File: src/rtl/lps_pkg.sv
package lps_pkg;
  typedef enum logic [1:0] {
    LS_NORMAL   = 2'd0,
    LS_RESET    = 2'd1,
    LS_DISABLED = 2'd2,
    LS_INIT     = 2'd3
  } lps_state_e;
endpackage

File: src/rtl/lps_low_timer.sv
// Measures consecutive low samples of the status input and flags
// when the reset and disable thresholds have been exceeded.
module lps_low_timer #(
  parameter int unsigned RESET_CYCLES   = 8,
  parameter int unsigned DISABLE_CYCLES = 20
) (
  input  logic clk,
  input  logic rst_n,
  input  logic lps_i,
  output logic rst_over_o,
  output logic dis_over_o
);
  localparam int unsigned SAT = DISABLE_CYCLES + 1;
  localparam int unsigned CW  = $clog2(SAT + 1);
  localparam logic [CW-1:0] SAT_V = CW'(SAT);
  localparam logic [CW-1:0] RST_V = CW'(RESET_CYCLES);
  localparam logic [CW-1:0] DIS_V = CW'(DISABLE_CYCLES);

  logic [CW-1:0] cnt_q;
  logic [CW-1:0] cnt_d;
  logic          cnt_en;

  always_comb begin
    cnt_en = lps_i || (cnt_q != SAT_V);
    cnt_d  = lps_i ? '0 : cnt_q + 1'b1;
  end

  always_ff @(posedge clk or negedge rst_n) begin
    if (!rst_n) begin
      cnt_q <= '0;
    end else if (cnt_en) begin
      cnt_q <= cnt_d;
    end
  end

  assign rst_over_o = cnt_q > RST_V;
  assign dis_over_o = cnt_q > DIS_V;
endmodule

File: src/rtl/lps_state_fsm.sv
// Interface state sequencing, re-initialization timing and the bus
// reset request.
module lps_state_fsm
  import lps_pkg::*;
#(
  parameter int unsigned INIT_CYCLES = 4
) (
  input  logic       clk,
  input  logic       rst_n,
  input  logic       lps_i,
  input  logic       rst_over_i,
  input  logic       dis_over_i,
  output lps_state_e state_o,
  output logic       bus_rst_req_o
);
  localparam int unsigned IW = $clog2(INIT_CYCLES + 1);
  localparam logic [IW-1:0] LAST_V = IW'(INIT_CYCLES - 1);

  lps_state_e    state_q, state_d;
  logic [IW-1:0] init_q, init_d;
  logic          init_en;
  logic          init_done;
  logic          pulse_q, pulse_d;

  assign init_done = (init_q == LAST_V);

  always_comb begin
    state_d = state_q;
    unique case (state_q)
      LS_NORMAL: begin
        if (rst_over_i) state_d = LS_RESET;
      end
      LS_RESET: begin
        if (dis_over_i)  state_d = LS_DISABLED;
        else if (lps_i)  state_d = LS_INIT;
      end
      LS_DISABLED: begin
        if (lps_i) state_d = LS_INIT;
      end
      LS_INIT: begin
        if (init_done) state_d = LS_NORMAL;
      end
      default: state_d = LS_DISABLED;
    endcase
  end

  always_comb begin
    init_en = (state_q == LS_INIT) || (init_q != '0);
    init_d  = (state_q == LS_INIT) ? init_q + 1'b1 : '0;
    pulse_d = (state_q == LS_DISABLED) && (state_d == LS_INIT);
  end

  always_ff @(posedge clk or negedge rst_n) begin
    if (!rst_n) begin
      state_q <= LS_DISABLED;
      pulse_q <= 1'b0;
    end else begin
      state_q <= state_d;
      pulse_q <= pulse_d;
    end
  end

  always_ff @(posedge clk or negedge rst_n) begin
    if (!rst_n) begin
      init_q <= '0;
    end else if (init_en) begin
      init_q <= init_d;
    end
  end

  assign state_o       = state_q;
  assign bus_rst_req_o = pulse_q;
endmodule

File: src/rtl/lps_out_gate.sv
// Decodes the interface state into the three gating enables.
module lps_out_gate
  import lps_pkg::*;
(
  input  lps_state_e state_i,
  output logic       ctl_data_en_o,
  output logic       lreq_en_o,
  output logic       lclk_en_o
);
  always_comb begin
    ctl_data_en_o = 1'b0;
    lreq_en_o     = 1'b0;
    lclk_en_o     = 1'b0;
    unique case (state_i)
      LS_NORMAL: begin
        ctl_data_en_o = 1'b1;
        lreq_en_o     = 1'b1;
        lclk_en_o     = 1'b1;
      end
      LS_RESET:    lclk_en_o = 1'b1;
      LS_INIT:     lclk_en_o = 1'b1;
      LS_DISABLED: lclk_en_o = 1'b0;
      default:     lclk_en_o = 1'b0;
    endcase
  end
endmodule

File: src/rtl/lps_iface_ctrl.sv
module lps_iface_ctrl
  import lps_pkg::*;
#(
  parameter int unsigned RESET_CYCLES   = 8,
  parameter int unsigned DISABLE_CYCLES = 20,
  parameter int unsigned INIT_CYCLES    = 4
) (
  input  logic       clk,
  input  logic       rst_n,
  input  logic       lps_i,
  output logic [1:0] state_o,
  output logic       ctl_data_en_o,
  output logic       lreq_en_o,
  output logic       lclk_en_o,
  output logic       bus_reset_req_o
);
  logic       rst_over;
  logic       dis_over;
  lps_state_e st;

  lps_low_timer #(
    .RESET_CYCLES  (RESET_CYCLES),
    .DISABLE_CYCLES(DISABLE_CYCLES)
  ) u_timer (
    .clk       (clk),
    .rst_n     (rst_n),
    .lps_i     (lps_i),
    .rst_over_o(rst_over),
    .dis_over_o(dis_over)
  );

  lps_state_fsm #(
    .INIT_CYCLES(INIT_CYCLES)
  ) u_fsm (
    .clk          (clk),
    .rst_n        (rst_n),
    .lps_i        (lps_i),
    .rst_over_i   (rst_over),
    .dis_over_i   (dis_over),
    .state_o      (st),
    .bus_rst_req_o(bus_reset_req_o)
  );

  lps_out_gate u_gate (
    .state_i      (st),
    .ctl_data_en_o(ctl_data_en_o),
    .lreq_en_o    (lreq_en_o),
    .lclk_en_o    (lclk_en_o)
  );

  assign state_o = st;
endmodule

File: config.mk
export PLATFORM = sky130hd
export DESIGN_NAME = lps_iface_ctrl
export DESIGN_NICKNAME = d
export VERILOG_FILES = /design/src/rtl/lps_pkg.sv /design/src/rtl/lps_low_timer.sv /design/src/rtl/lps_state_fsm.sv /design/src/rtl/lps_out_gate.sv /design/src/rtl/lps_iface_ctrl.sv
export SDC_FILE = /design/constraint.sdc
export NUM_CORES = 1
export LEC_CHECK = 0
export BUFFER_PORTS_ARGS = -buffer_cell sky130_fd_sc_hd__buf_2
export CORE_UTILIZATION = 45
export CTS_BUF_LIST = sky130_fd_sc_hd__clkbuf_8
export DETAILED_ROUTE_END_ITERATION = 10
export GPL_TIMING_DRIVEN = 0
export PLACE_DENSITY_LB_ADDON = 0.2
export SETUP_SLACK_MARGIN = 0.15
export SYNTH_ARGS = -nofsm -noshare
export SYNTH_HDL_FRONTEND = slang
export SYNTH_SLANG_ARGS = --single-unit
File: constraint.sdc
create_clock -name clk -period 1.5 [get_ports clk]
set_clock_uncertainty 0.2 [all_clocks]
set_input_delay 0.3 -clock clk [delete_from_list [all_inputs] [get_ports clk]]
set_output_delay 0.3 -clock clk [all_outputs]
set_load 0.1 [all_outputs]
==> flow_metrics.tcl, run 1 <==
set metrics [dict create \
    drv_cap 0 \
    p_seq_share_pct 21.8 \
    synth_area_leaders "dfrtp_1 42%, ha_1 13%, dfstp_2 4.4%, nor2_1 4.4%, xnor2_1 4.4%" \
    critPathTopFamily "flip-flops" \
    worst-r2r-setup-slack_ns -0.19 \
    dp_hpwl_um 767 \
    cpPeakStageDelay_ns 0.64 \
    multi_input_area_um2 408 \
    reg2reg_depth 5 \
    end_kind "output port" \
    synth-seq-area-share_pct 46.8 \
    crit_chain "or2b_4, buf_12" \
    grt_usage_pct 30.1 \
    antennaDiodeCount 0 \
    fillers 35 \
    tightest_slew_ns 0.333 \
    swShare_pct 46.4 \
    ff_latch_area_um2 288 \
    drt-initial-drc-count 20 \
    cts_root_buf "clkbuf_8" \
    timing.rr.end "u_fsm.state_o[0]" \
    rsz0062_at_grt "yes" \
    synth_largest_area_cell "dfrtp_1" \
    final.setup.tns_ns -1.42 \
    postLayoutCoreUtil_pct 90.4 \
    cp-startpoint "u_fsm.state_o[1]" \
    cp.buffers_inverters 1 \
    synth_common_cells "10 x dfrtp_1, 7 x nor2_1, 6 x ha_1, 6 x inv_1, 4 x o21ai_0" \
    vias 562 \
    status "finished with violations" \
    fmax_mhz 547 \
    vias_per_cell 5.85 \
    cts.sinks 11 \
    initial_core_util_pct 51.1 \
    syn_area_um2 591 \
    endpoint "lclk_en_o" \
    power_frac_clock_pct 12.9 \
    async_flop_share_pct 100 \
    core_area_mm2 0.00116 \
    synthDistinctLibCells 23 \
    grt-ovfl-total 0 \
    cts-htree-levels 1 \
    hold_class "in2reg" \
    synth_top_area_share_pct 42.4 \
    drtPass1Iterations 4 \
    drc 0 \
    synth_seq_cells 11 \
    p_per_area_mw_per_mm2 2230 \
    crit_fanout 4 \
    synth_fp_nets 66 \
    ys.flop_type "dfrtp_1" \
    crit_type "reg2out" \
    setup_slack_ns -0.330 \
    clock_latency_ns 0.25 \
    grt_start_max_net_pins 12 \
    required_ns 1.00 \
    routabilityCongestion 0.705 \
    die-height_um 38.2 \
    ys_warn_count 0 \
    report.final.slew_viol_count 0 \
    timing.final.crit_share_pct 122 \
    cp.depth 2 \
    timing.slew.headroom_pct 77.6 \
    nets 92 \
    syn_inst 57 \
    timing.final.hold_violations 0 \
    clk_pin_slew_worst_paths_ns 0.06 \
    grt_pass1_wl_um 2770 \
    cts_buffer_depth 2 \
    tritoncts "yes" \
    ant_nets 0 \
    die_w_um 38.2 \
    synth_edf_count 0 \
    routed_wl_um 2110 \
    numCtsBuffers 3 \
    syn_to_final_growth_pct 76.9 \
    rr_startpoint "u_fsm.state_o[1]" \
    antenna_found_initial 0 \
    max-vdd-ir-drop_uv 1660 \
    failed_checks "setup timing" \
    grt_pass1_vias 581 \
    drive_gt1_share_pct 56.1 \
    cellLeakagePower_nw 0.458 \
    core.rowCount 12 \
    internal_power_mw 1.25 \
    power_frac_comb_pct 65.4 \
    switching_power_mw 1.08 \
    finalSetupViolations 10 \
    cp-start-kind "flop" \
    arrival_ns 1.33 \
    avgSynthCellArea_um2 10.4 \
    yosysMostFrequentCell "dfrtp_1" \
    crit_path_top_delay_cell "dfstp_4" \
    ios 9 \
    dieArea_mm2 0.00146 \
    port_buffers 8 \
    layout_min_cycle_time_ns 1.83 \
    wl_per_cell_um 22.0 \
]
stage by stage:
step / instances / instance area (um^2) / hold WS [ns] / total power, mW / setup slack (ns)
2_1_floorplan: 57 / 623 / -0.196 / 1.17 / -0.454
3_3_place_gp: 79 / 681 / -0.0222 / 1.28 / -0.233
3_5_place_dp: 79 / 681 / -0.0218 / 1.30 / -0.239
4_1_cts: 94 / 966 / 0.115 / 2.03 / -0.326
5_1_grt: 96 / 1040 / 0.156 / 2.39 / -0.351
6_report: 96 / 1040 / 0.149 / 2.33 / -0.330
layout by cell type (no fill, tap or decap), types with 2 or more instances in the layout:
cell type | synthesis | layout
buf_12 | 0 | 6
buf_2 | 0 | 2
buf_4 | 1 | 7
buf_6 | 0 | 5
clkbuf_8 | 0 | 3
dfrtp_1 | 10 | 6
dfrtp_2 | 0 | 3
ha_1 | 6 | 4
ha_4 | 0 | 2
inv_1 | 6 | 6
nor2_1 | 7 | 4
nor2_4 | 0 | 2
nor3_2 | 0 | 2
o21ai_1 | 0 | 2
xnor2_1 | 3 | 2
worst min-delay path by stage:
| stage | cells after the start | start | slack, ns | endpoint |
|---|---|---|---|---|
| 2_1_floorplan | 0 | rst_n | -0.20 | u_fsm.bus_rst_req_o |
| 3_3_place_gp | 1 | rst_n | -0.02 | u_fsm.init_q[0] |
| 3_5_place_dp | 1 | rst_n | -0.02 | u_fsm.init_q[0] |
| 4_1_cts | 2 | lps_i | 0.11 | u_timer.cnt_q[0] |
| 5_1_grt | 2 | lps_i | 0.16 | u_timer.cnt_q[0] |
| 6_report | 2 | lps_i | 0.15 | u_timer.cnt_q[0] |
layout make-up:
cell class | count | share of cell area [%]
clock buffer | 3 | 3.95
timing repair buffer | 21 | 23.4
sequential | 11 | 27.5
tap | 14 | 1.68
clock inverter | 1 | 0.359
buffer | 1 | 1.92
inverter | 6 | 2.16
multi-input combinational | 39 | 39.0
registers in the layout, indices dropped and copies added (netlist names):
| register | count |
|---|---|
| u_fsm.init_q | 3 |
| u_fsm.state_o | 2 |
| u_fsm.bus_rst_req_o | 1 |
| u_timer.cnt_q | 5 |
worst register-to-register path: stages (launching register included):
cell     delay, ns
dfstp_4       0.64
or2b_4        0.28
buf_4         0.14
buf_6         0.12
o21ai_4       0.14
nor3_2        0.05
timing repair:
action                     4_1_cts  5_1_grt
hold buffers                     1        0
setup buffers                   10        2
resized for setup               38       15
hold endpoints to repair        11        0
setup endpoints to repair       12       16
pin swaps                        8        8
power by group through the flow:
stage | combinational (mW) | sequential, mW | clock [mW]
after global placement | 0.757 | 0.521 | 0
final | 1.52 | 0.506 | 0.300
after global routing | 1.57 | 0.514 | 0.314
after detailed placement | 0.771 | 0.526 | 0
after CTS | 1.25 | 0.491 | 0.296
after floorplan | 0.436 | 0.731 | 0
layer usage:
layer  routed length [um]  global-route usage, %  up-vias  part of all wire [%]
met3                  121                   6.40       15                   5.7
li1                     -                      -      246                     -
met2                 1030                   46.6       30                    49
met5                    0                      0        -                     0
met4                  125                   27.7        0                   5.9
met1                  836                   34.1      271                    40
logic make-up after synthesis:
family / share of synthesized area [%]
and+or+nand+nor: 19.3
DFF: 46.8
AOI/OAI and AO/OA: 8.47
buffers and inverters: 5.08
adders and majority gates: 12.7
xor gates and xnor gates: 5.93
muxes: 1.69
(Power assumes the default switching activity.)
==> inputs of run 2 (changes only) <==
--- a/config.mk
+++ b/config.mk
@@ -14,4 +14,5 @@
 export SETUP_SLACK_MARGIN = 0.15
 export SYNTH_ARGS = -nofsm -noshare
 export SYNTH_HDL_FRONTEND = slang
+export SYNTH_HIERARCHICAL = 1
 export SYNTH_SLANG_ARGS = --single-unit
==> flow_metrics.tcl, run 2 <==
set metrics [dict create \
    layout_min_cycle_time_ns 1.70 \
    tritoncts "yes" \
    vias 541 \
    synth_seq_cells 11 \
    required_ns 1.00 \
    crit_path_top_delay_cell "dfstp_4" \
    timing.rr.end "u_fsm/init_q[1]" \
    ios 9 \
    synth_top_area_share_pct 38.2 \
    cts_buffer_depth 2 \
    synth_fp_nets 71 \
    worst-r2r-setup-slack_ns -0.03 \
    cp.buffers_inverters 2 \
    drc 0 \
    rsz0062_at_grt "yes" \
    dp_hpwl_um 749 \
    drt-initial-drc-count 15 \
    final_cell_area_mm2 0.00104 \
    layout_common_cells "8 x buf_6, 6 x buf_4, 6 x dfrtp_1" \
    whs_ns 0.238 \
    numCtsBuffers 3 \
    wl_per_cell_um 16.0 \
    synth_compound_area_share_pct 11.5 \
    synth_top_family_by_area "simple AND/OR/NAND/NOR gates" \
    synth_edf_count 0 \
    drtPass1Iterations 4 \
    arrival_ns 1.20 \
    routabilityCongestion 0.775 \
    failed_checks "setup timing" \
    timing.final.hold_violations 0 \
    ys_warn_count 6 \
    cellLeakagePower_nw 0.469 \
    max-vdd-ir-drop_uv 1140 \
    yosysMostFrequentCell "dfrtp_1" \
    grt_pass1_vias 503 \
    port_buffers 8 \
    dieArea_mm2 0.00161 \
    clk_pin_slew_worst_paths_ns 0.05 \
    grt_pass1_wl_um 2330 \
    synth_common_cells "10 x dfrtp_1, 6 x ha_1, 6 x inv_1" \
    cts-htree-levels 1 \
    cts_root_buf "clkbuf_8" \
    finalSetupViolations 7 \
    layout_commonest_cell "buf_6" \
    fillers 71 \
    critPathTopFamily "flip-flops" \
    status "finished with violations" \
    synth-simple-area-share_pct 21.6 \
    cp-start-kind "flop" \
    tightest_slew_ns 0.326 \
    syn_to_final_growth_pct 58.5 \
    ys.flop_type "dfrtp_1" \
    grt_usage_pct 22.9 \
    report.final.slew_viol_count 0 \
    avgSynthCellArea_um2 10.6 \
    reg2reg_depth 4 \
    grt_start_max_net_pins 12 \
    die-height_um 40.1 \
    vias_per_cell 5.36 \
    drv_cap 0 \
    nets 96 \
    p_per_area_mw_per_mm2 1590 \
    end_kind "output port" \
    core_area_mm2 0.00133 \
    antennaDiodeCount 0 \
    antenna_found_initial 0 \
    async_flop_share_pct 100 \
    crit_fanout 5 \
    layout.cells.non_filler 101 \
    crit_chain "nor2_4, buf_12, buf_12" \
    clock_latency_ns 0.23 \
    synthDistinctLibCells 27 \
    placedInstanceArea_um2 749 \
    initial_core_util_pct 49.1 \
    routed_wl_um 1620 \
    dp.cells 85 \
    grt-ovfl-total 0 \
    cts.sinks 11 \
    fin_total_pwr_mw 1.65 \
    fmax_mhz 588 \
    holdPathEnd "u_fsm/state_o[1]" \
    top_register "u_timer/cnt_q" \
    synth_area_leaders "dfrtp_1 38%, ha_1 11%, mux2i_1 4.6%, dfstp_2 4.0%, nand2b_1 3.8%" \
    crit_type "reg2out" \
    drive_gt1_share_pct 53.5 \
    syn_inst 62 \
    synth-adder-area-share_pct 11.5 \
    cpMostUsedCell "buf_12" \
    synth_largest_area_cell "dfrtp_1" \
    whs_path_depth 3 \
    timing.final.crit_share_pct 113 \
    core.rowCount 13 \
    cpPeakStageDelay_ns 0.65 \
    pre_cts_ws_ns -0.151 \
    ant_nets 0 \
    largest_register_ffs 5 \
    synth_xor_area_share_pct 0 \
    timing.slew.headroom_pct 78.2 \
    syn_area_um2 654 \
    hold_class "in2reg" \
    synth_mux_area_share_pct 8.60 \
    setup_slack_ns -0.201 \
    min_from "lps_i" \
    synth-seq-area-share_pct 42.3 \
    rr_startpoint "u_fsm/state_o[0]" \
    die_w_um 40.1 \
]
==> run 2: cell count changes in the layout (fill, tap and decap cells not counted), moves of 2 or more <==
cell / previous run / this run
mux2i_1: 1 / 3
o21a_1: 0 / 2
buf_12: 6 / 4
nand2_1: 0 / 3
mux2_4: 0 / 2
nor3_2: 2 / 0
xnor2_1: 2 / 0
nand2b_1: 1 / 3
nor2b_1: 0 / 3
buf_6: 5 / 8
==> run 2: cell families after synthesis <==
logic type | Yosys count
compound gates | 11
fa+ha+maj | 6
buf+inv | 7
flops | 11
mux | 5
simple gates | 22
==> run 2: timing repair <==
action / 4_1_cts / 5_1_grt
hold endpoints to repair: 11 / 0
hold buffers: 1 / 0
buffers inserted: 11 / 0
resized for setup: 33 / 7
pin swaps: 3 / 2
setup endpoints to repair: 14 / 14
==> run 2: worst max-delay path by stage <==
stage,start,to,slack (ns),cells after the start
6_report,u_fsm/state_o[1],lreq_en_o,-0.20,3
5_1_grt,u_fsm/state_o[1],lreq_en_o,-0.23,3
4_1_cts,u_fsm/state_o[1],lreq_en_o,-0.20,3
3_5_place_dp,u_fsm/state_o[0],lreq_en_o,-0.15,3
3_3_place_gp,u_fsm/state_o[0],lreq_en_o,-0.14,3
2_1_floorplan,u_fsm/state_o[0],lreq_en_o,-0.45,2
==> run 2: area by class of cell <==
cell class | instances | area [um^2] | share of cell area [%]
inverters | 6 | 22.5 | 2.17
well taps | 15 | 18.8 | 1.81
multi-input cells | 44 | 428 | 41.3
flip-flops and latches | 11 | 288 | 27.7
repair buffers | 20 | 215 | 20.7
plain buffers | 1 | 20.0 | 1.93
clock buffers | 3 | 41.3 | 3.98
clock inverters | 1 | 3.75 | 0.362
==> run 2: worst min-delay path, delay by kind of cell <==
family / cells / cell delay [ns]
AOI/OAI and AO/OA: 2 / 0.20
buffers and inverters: 1 / 0.16
==> run 2: routing by layer <==
metal	share of wire, %	wire length (um)	track usage, %
met5	0	0	0
met2	51	818	38.3
met1	44	712	27.5
met4	1.7	27	12.9
met3	3.7	60	3.89
==> run 2: power by group <==
| part | switching [mW] | internal, mW |
|---|---|---|
| clock network | 0.107 | 0.179 |
| registers | 0.0782 | 0.387 |
| logic | 0.538 | 0.359 |
| total | 0.724 | 0.925 |
==> run 2: through the flow <==
step                TNS, ns  util, %
floorplan            -0.871        -
global placement     -0.391     56.2
detailed placement   -0.476     56.2
CTS                  -0.699     74.9
global route         -0.932     77.8
finish               -0.745     77.8
==> inputs of run 3 (changes only) <==
--- a/config.mk
+++ b/config.mk
@@ -8,9 +8,10 @@
 export BUFFER_PORTS_ARGS = -buffer_cell sky130_fd_sc_hd__buf_2
 export CORE_UTILIZATION = 45
 export CTS_BUF_LIST = sky130_fd_sc_hd__clkbuf_8
+export CTS_CLUSTER_DIAMETER = 40
 export DETAILED_ROUTE_END_ITERATION = 10
 export GPL_TIMING_DRIVEN = 0
-export PLACE_DENSITY_LB_ADDON = 0.2
+export PLACE_DENSITY = 0.74
 export SETUP_SLACK_MARGIN = 0.15
 export SYNTH_ARGS = -nofsm -noshare
 export SYNTH_HDL_FRONTEND = slang
==> flow_metrics.tcl, run 3 (same netlist as run 2, synthesis figures left out) <==
set metrics [dict create \
    status "finished with violations" \
    failed_checks "setup timing" \
    grt_start_max_net_pins 12 \
    tightest_slew_ns 0.283 \
    layout_common_cells "7 x buf_6, 7 x buf_4, 7 x dfrtp_1" \
    crit_fanout 5 \
    p_per_area_mw_per_mm2 1640 \
    antennaDiodeCount 0 \
    rsz0062_at_grt "yes" \
    arrival_ns 1.21 \
    multi_input_area_um2 432 \
    clock_latency_ns 0.24 \
    die_w_um 40.1 \
    p_seq_share_pct 27.1 \
    pre_cts_ws_ns -0.149 \
    timing.final.hold_violations 0 \
    hold_class "in2async" \
    port_buffers 8 \
    layout_min_cycle_time_ns 1.71 \
    dp_hpwl_um 765 \
    timing.slew.headroom_pct 81.1 \
    ff_latch_area_um2 287 \
    drtPass1Iterations 4 \
    initial_core_util_pct 49.1 \
    end_kind "output port" \
    wl_per_cell_um 17.9 \
    vias 564 \
    fmax_mhz 584 \
    layout.cells.non_filler 102 \
    drv_cap 0 \
    required_ns 1.00 \
    rr_startpoint "u_fsm/state_o[0]" \
    vias_per_cell 5.53 \
    cp-start-kind "flop" \
    switching_power_uw 761 \
    nets 97 \
    postLayoutCoreUtil_pct 78.8 \
    core.rowCount 13 \
    final_cell_area_mm2 0.00105 \
    grt_usage_pct 21.3 \
    syn_to_final_growth_pct 60.6 \
    internal_power_uw 962 \
    finalSetupViolations 9 \
    report.final.slew_viol_count 0 \
    cts_buffer_depth 2 \
    top_register "u_timer/cnt_q" \
    cts.sinks 11 \
    cts-htree-levels 1 \
    largest_register_ffs 5 \
    grt-ovfl-total 0 \
    fin_total_pwr_mw 1.72 \
    drc 0 \
    routabilityCongestion 0.748 \
    routed_wl_um 1830 \
    antenna_found_initial 0 \
    fillers 69 \
    cellLeakagePower_nw 0.479 \
    drive_gt1_share_pct 56.3 \
    grt_pass1_wl_um 2080 \
    placedInstanceArea_um2 749 \
    dieArea_mm2 0.00161 \
    power_frac_comb_pct 56.1 \
    crit_type "reg2out" \
    dp.cells 85 \
    cp-startpoint "u_fsm/state_o[1]" \
    clk_pin_slew_worst_paths_ns 0.05 \
    drt-initial-drc-count 13 \
    grt_pass1_vias 458 \
    ant_nets 0 \
    tritoncts "yes" \
    numCtsBuffers 3 \
    cts_root_buf "clkbuf_8" \
    power_frac_clock_pct 16.8 \
    ios 9 \
    max-vdd-ir-drop_uv 1220 \
    core_area_mm2 0.00133 \
    die-height_um 40.1 \
    setup_slack_ns -0.213 \
    swShare_pct 44.2 \
    timing.final.crit_share_pct 114 \
]
run 3: per-layer routing:
layer	routed length, um	vias to the layer above	track usage (%)
li1	-	266	-
met1	835	272	24.7
met2	892	24	35.1
met3	89	2	6.67
met4	12	0	10.3
met5	0	-	0
run 3: final cells by class:
class,instances,area share [%]
repair buffers,21,21.5
clock inverters,1,0.357
well taps,15,1.79
flip-flops and latches,11,27.3
plain buffers,1,1.90
clock buffers,3,3.93
multi-input cells,44,41.1
inverters,6,2.14
run 3: final timing paths:
path,endpoint,slack (ns),cells past startpoint
max in group asynchronous,u_fsm/state_o[1],0.57,2
min in group clk,u_fsm/bus_rst_req_o,0.27,2
worst min register to register,u_fsm/init_q[0],0.30,1
worst max-delay path,lreq_en_o,-0.21,3
worst min-delay path,u_timer/cnt_q[0],0.27,2
worst max register to register,u_fsm/init_q[1],-0.14,5
run 3: timing repair:
item                                    CTS  global route
setup buffers                             9             3
pin swaps                                 4             3
resized for setup                        30            12
endpoints found under the hold margin    11             0
cloned                                    0             0
endpoints found under the setup margin   14            14
hold buffers                              1             0
run 3: power by group through the flow:
| stage | sequential [mW] | clock [mW] | combinational [mW] |
|---|---|---|---|
| after floorplan | 0.660 | 0 | 0.329 |
| after global placement | 0.483 | 0 | 0.591 |
| after detailed placement | 0.489 | 0 | 0.598 |
| after CTS | 0.461 | 0.300 | 0.853 |
| after global routing | 0.476 | 0.324 | 1.01 |
| final | 0.467 | 0.289 | 0.967 |
run 3: critical path, cell delays in order (launching register included):
cell,delay (ns)
dfstp_4,0.65
nor2_4,0.06
buf_12,0.12
buf_12,0.15
run 3: stage by stage:
stage                     TNS (ns)  hold WS [ns]
after floorplan             -0.871        -0.196
after global placement      -0.393       -0.0225
after detailed placement    -0.471       -0.0223
after CTS                   -0.762         0.234
after global routing         -1.42         0.267
final                        -1.15         0.266
